==> src/rtl/fault_tally_pkg.sv <==
package fault_tally_pkg;

    typedef enum logic [1:0] {
        EV_NONE  = 2'd0,
        EV_NORM  = 2'd1,
        EV_MAXON = 2'd2,
        EV_OCP   = 2'd3
    } term_ev_e;

    typedef enum logic [1:0] {
        ST_IDLE    = 2'd0,
        ST_ARMED   = 2'd1,
        ST_SPENT   = 2'd2,
        ST_LATCHED = 2'd3
    } tally_st_e;

    function automatic logic is_fault(input term_ev_e ev);
        return (ev == EV_MAXON) || (ev == EV_OCP);
    endfunction

endpackage

==> src/rtl/fc_term_arbiter.sv <==
module fc_term_arbiter
    import fault_tally_pkg::*;
(
    input  logic     end_normal,
    input  logic     end_maxon,
    input  logic     end_ocp,
    output term_ev_e ev
);

    // Overcurrent outranks max on-time, which outranks a normal trip
    always_comb begin
        if (end_ocp)
            ev = EV_OCP;
        else if (end_maxon)
            ev = EV_MAXON;
        else if (end_normal)
            ev = EV_NORM;
        else
            ev = EV_NONE;
    end

endmodule

==> src/rtl/fc_sat_counter.sv <==
module fc_sat_counter #(
    parameter int LIMIT = 8,
    parameter int CW    = $clog2(LIMIT + 1)
) (
    input  logic          clk,
    input  logic          rst_n,
    input  logic          inc,
    input  logic          dec,
    output logic [CW-1:0] count,
    output logic          at_pre,
    output logic          at_zero
);

    localparam logic [CW-1:0] TOP = CW'(LIMIT);
    localparam logic [CW-1:0] PRE = CW'(LIMIT - 1);

    assign at_pre  = (count == PRE);
    assign at_zero = (count == '0);

    always_ff @(posedge clk or negedge rst_n) begin
        if (!rst_n)
            count <= '0;
        else if (inc && count != TOP)
            count <= count + 1'b1;
        else if (dec && !at_zero)
            count <= count - 1'b1;
    end

endmodule

==> src/rtl/fc_ctrl_fsm.sv <==
module fc_ctrl_fsm
    import fault_tally_pkg::*;
(
    input  logic     clk,
    input  logic     rst_n,
    input  logic     cycle_start,
    input  term_ev_e ev,
    input  logic     at_pre,
    output logic     inc,
    output logic     dec,
    output logic     latched
);

    tally_st_e state, state_nx;

    always_comb begin
        state_nx = state;
        unique case (state)
            ST_IDLE, ST_SPENT: begin
                if (cycle_start)
                    state_nx = ST_ARMED;
            end
            ST_ARMED: begin
                if (is_fault(ev) && at_pre)
                    state_nx = ST_LATCHED;
                else if (cycle_start)
                    state_nx = ST_ARMED;
                else if (ev != EV_NONE)
                    state_nx = ST_SPENT;
            end
            ST_LATCHED: state_nx = ST_LATCHED;
            default:    state_nx = ST_IDLE;
        endcase
    end

    always_ff @(posedge clk or negedge rst_n) begin
        if (!rst_n)
            state <= ST_IDLE;
        else
            state <= state_nx;
    end

    always_comb begin
        inc     = 1'b0;
        dec     = 1'b0;
        latched = 1'b0;
        unique case (state)
            ST_ARMED: begin
                inc = is_fault(ev);
                dec = (ev == EV_NORM);
            end
            ST_LATCHED: latched = 1'b1;
            default: ;
        endcase
    end

endmodule

==> src/rtl/fault_tally_latch.sv <==
module fault_tally_latch
    import fault_tally_pkg::*;
#(
    parameter int LIMIT = 8,
    localparam int CW   = $clog2(LIMIT + 1)
) (
    input  logic          clk,
    input  logic          rst_n,
    input  logic          cycle_start,
    input  logic          end_normal,
    input  logic          end_maxon,
    input  logic          end_ocp,
    output logic [CW-1:0] fault_count,
    output logic          latch_off
);

    term_ev_e ev;
    logic     inc, dec, at_pre, at_zero;

    fc_term_arbiter arb_i (
        .end_normal (end_normal),
        .end_maxon  (end_maxon),
        .end_ocp    (end_ocp),
        .ev         (ev)
    );

    fc_ctrl_fsm fsm_i (
        .clk         (clk),
        .rst_n       (rst_n),
        .cycle_start (cycle_start),
        .ev          (ev),
        .at_pre      (at_pre),
        .inc         (inc),
        .dec         (dec),
        .latched     (latch_off)
    );

    fc_sat_counter #(.LIMIT(LIMIT), .CW(CW)) cnt_i (
        .clk     (clk),
        .rst_n   (rst_n),
        .inc     (inc),
        .dec     (dec),
        .count   (fault_count),
        .at_pre  (at_pre),
        .at_zero (at_zero)
    );

endmodule

==> config.mk <==
export PLATFORM = sky130hd
export DESIGN_NAME = fault_tally_latch
export DESIGN_NICKNAME = d
export VERILOG_FILES = /design/src/rtl/fault_tally_pkg.sv /design/src/rtl/fc_term_arbiter.sv /design/src/rtl/fc_sat_counter.sv /design/src/rtl/fc_ctrl_fsm.sv /design/src/rtl/fault_tally_latch.sv
export SDC_FILE = /design/constraint.sdc
export NUM_CORES = 1
export LEC_CHECK = 0
export ABC_AREA = 1
export BUFFER_PORTS_ARGS = -buffer_cell sky130_fd_sc_hd__buf_2
export CAP_MARGIN = 20
export CORE_AREA = 4 4 41 43
export CTS_BUF_LIST = sky130_fd_sc_hd__clkbuf_4
export CTS_CLUSTER_DIAMETER = 150
export DETAILED_ROUTE_END_ITERATION = 8
export DIE_AREA = 0 0 45 47
export GPL_TIMING_DRIVEN = 0
export HOLD_SLACK_MARGIN = 0.03
export MAX_ROUTING_LAYER = met4
export PLACE_DENSITY = 0.69
export SKIP_LAST_GASP = 1
export SYNTH_ARGS = -nofsm -noshare
export SYNTH_HDL_FRONTEND = slang
export SYNTH_HIERARCHICAL = 1
export SYNTH_SLANG_ARGS = --single-unit
==> constraint.sdc <==
create_clock -name clk -period 5.2 [get_ports clk]
set_input_delay 1.3 -clock clk [delete_from_list [all_inputs] [get_ports clk]]
set_output_delay 1.3 -clock clk [all_outputs]
set_load 0.03 [all_outputs]
==> flow_summary.yaml <==
outcome:
  status: "complete, no violations"
power:
  p_clk_share_pct: 9.9
  p_sw_w: 0.000214
  combPwrFrac_pct: 63.2
  powerDensity_nw_per_um2: 697
  p_int_w: 0.000196
  p_sw_share_pct: 52.2
  p_leak_nw: 0.328
  peakVddDrop_uv: 344
  seqPwrFrac_pct: 26.9
  p_total_w: 0.000409
worst_setup_path:
  r2r_setup_slack_ns: 3.31
  reg2reg_to: "cnt_i/count[3]"
  start_kind: "input port"
  cp-end-kind: "flip-flop"
  cp.arrival_ns: 2.83
  worst_r2r_path_depth: 10
  rr_startpoint: "fsm_i/state[1]"
  worstSetupPathType: "input port to flip-flop"
  cp.required_ns: 5.32
  crit_fanout: 6
  crit_start: "end_ocp"
clocking:
  ctsHoldBuffers: 0
  cts_sinks: 6
  postCtsSetupBuffers: 0
  root_buffer: "clkbuf_4"
  clk_pin_slew_worst_paths_ns: 0.04
  cts_tree: "done"
  cts_resized: 0
  htreeDepth: 1
  clock_latency_ns: 0.24
  clock_path_buffers: 2
  cts_inserted_buffers: 3
timing:
  finalSetupViolations: 0
  finalClockSkew_ns: 0.00309
  slew_headroom_pct: 81.1
  hold_viol_final: 0
  drv_slew: 0
  worstMarginPinSlew_ns: 0.283
  setup_tns_ns: 0
  period_minus_slack_ns: 2.71
  fmax_mhz: 369
  setup_slack_ns: 2.49
  timing.final.crit_share_pct: 52.1
  timing.hold.ws_ns: 0.572
  rsz0062_at_grt: "no"
min_path:
  min_to: "cnt_i/count[3]"
  min_path_cells: 2
  min-delay-start: "cnt_i/count[3]"
  hp-class: "flip-flop to flip-flop"
detailed_routing:
  drc: 0
  vias_per_cell: 4.45
  vias: 445
  drt_wl_total_um: 837
  wl_per_cell_um: 8.37
  drt_first_pass_iters: 4
  drtAntennaViolNets: 0
  drt_first_iter_violations: 2
placed_design:
  dp_hpwl_um: 708
  place_congestion: 0.776
  port_buffers: 10
  post-place-ws_ns: 2.24
global_routing:
  grt_pass1_vias: 381
  grt_max_degree: 8
  overflow: 0
  grt_pass1_wl_um: 1460
  antenna_found_initial: 0
  grt_use_total_pct: 10.2
cells_and_area:
  nNetsFinal: 96
  nFillCells: 143
  area_growth_syn_to_layout_pct: 18.4
  n_antenna_cell: 0
  drive_gt1_share_pct: 27.1
floorplanning:
  die_x_um: 45
  ioPinCount: 11
  die_h_um: 47
  dieArea_um2: 2120
  rows: 13
  initial_core_util_pct: 38.1
  coreArea_um2: 1300
run:
  maxCapViolCount: 0
synthesis:
  syn_inst: 72
  synth_nets: 81
  avgSynthCellArea_um2: 6.88
  ys_warn_count: 6
  syn_area_um2: 495
[area by class of cell]
class / instances / area (um^2) / area share [%]
clock buffer: 3 / 22.5 / 3.84
multi-input combinational: 55 / 304 / 51.8
sequential: 6 / 150 / 25.6
timing repair buffer: 10 / 50.0 / 8.53
tap: 15 / 18.8 / 3.20
inverter: 11 / 41.3 / 7.04
[layout by cell type (no fill, tap or decap)]
cell / instances
a21oi_1: 2
buf_2: 10
clkbuf_4: 3
dfrtp_1: 6
fa_1: 1
ha_1: 2
inv_1: 10
inv_2: 1
nand2_1: 23
nand2_2: 4
nand2_4: 2
nand3_1: 4
nand3_2: 1
nor2_1: 6
nor2_2: 2
nor3_1: 2
o21ai_0: 1
o21ai_1: 1
o22ai_1: 1
or2_0: 1
xnor2_1: 1
xor2_1: 1
[critical path, stage by stage]
cell and delay [ns]:
buf_2 0.07, inv_1 0.04, nand2_1 0.10, inv_1 0.06, nor2_1 0.22, nand2_4 0.12, ha_1 0.35, or2_0 0.24
nand2_1 0.07, nand3_1 0.10, nand3_1 0.11, nand2_1 0.06
[registers in the layout, summed over array words and instances, names as in the netlist]
| signal | cells |
|---|---|
| cnt_i/count | 4 |
| fsm_i/state | 2 |
[power groups by stage]
stage               registers (W)  logic, W  clock network, W
detailed placement       0.000111  0.000260                 0
global route             0.000116  0.000295         0.0000483
finish                   0.000110  0.000258         0.0000406
floorplan                0.000135  0.000181                 0
CTS                      0.000110  0.000263         0.0000435
global placement         0.000110  0.000258                 0
[worst max path at each step]
| stage | slack (ns) | to | cells after the start |
|---|---|---|---|
| 5_1_grt | 2.37 | cnt_i/count[3] | 12 |
| 6_report | 2.49 | cnt_i/count[3] | 12 |
| 4_1_cts | 2.49 | cnt_i/count[3] | 12 |
| 3_3_place_gp | 2.26 | cnt_i/count[3] | 12 |
| 2_1_floorplan | 2.48 | cnt_i/count[3] | 11 |
| 3_5_place_dp | 2.24 | cnt_i/count[3] | 12 |
[metrics by stage]
stage          utilization, %  cell area (um^2)  cells
5_1_grt                  45.1               587    100
2_1_floorplan               -               495     72
6_report                 45.1               587    100
3_5_place_dp             43.4               564     97
3_3_place_gp             43.4               564     97
4_1_cts                  45.1               587    100
[per-layer routing]
layer	vias up	global-route usage (%)	wire length, um
li1	251	-	-
met1	182	12.2	423
met2	12	14.4	373
met3	0	2.30	40
met4	0	8.77	0
met5	-	-	0
No activity file was read; power rests on OpenSTA's default activity.
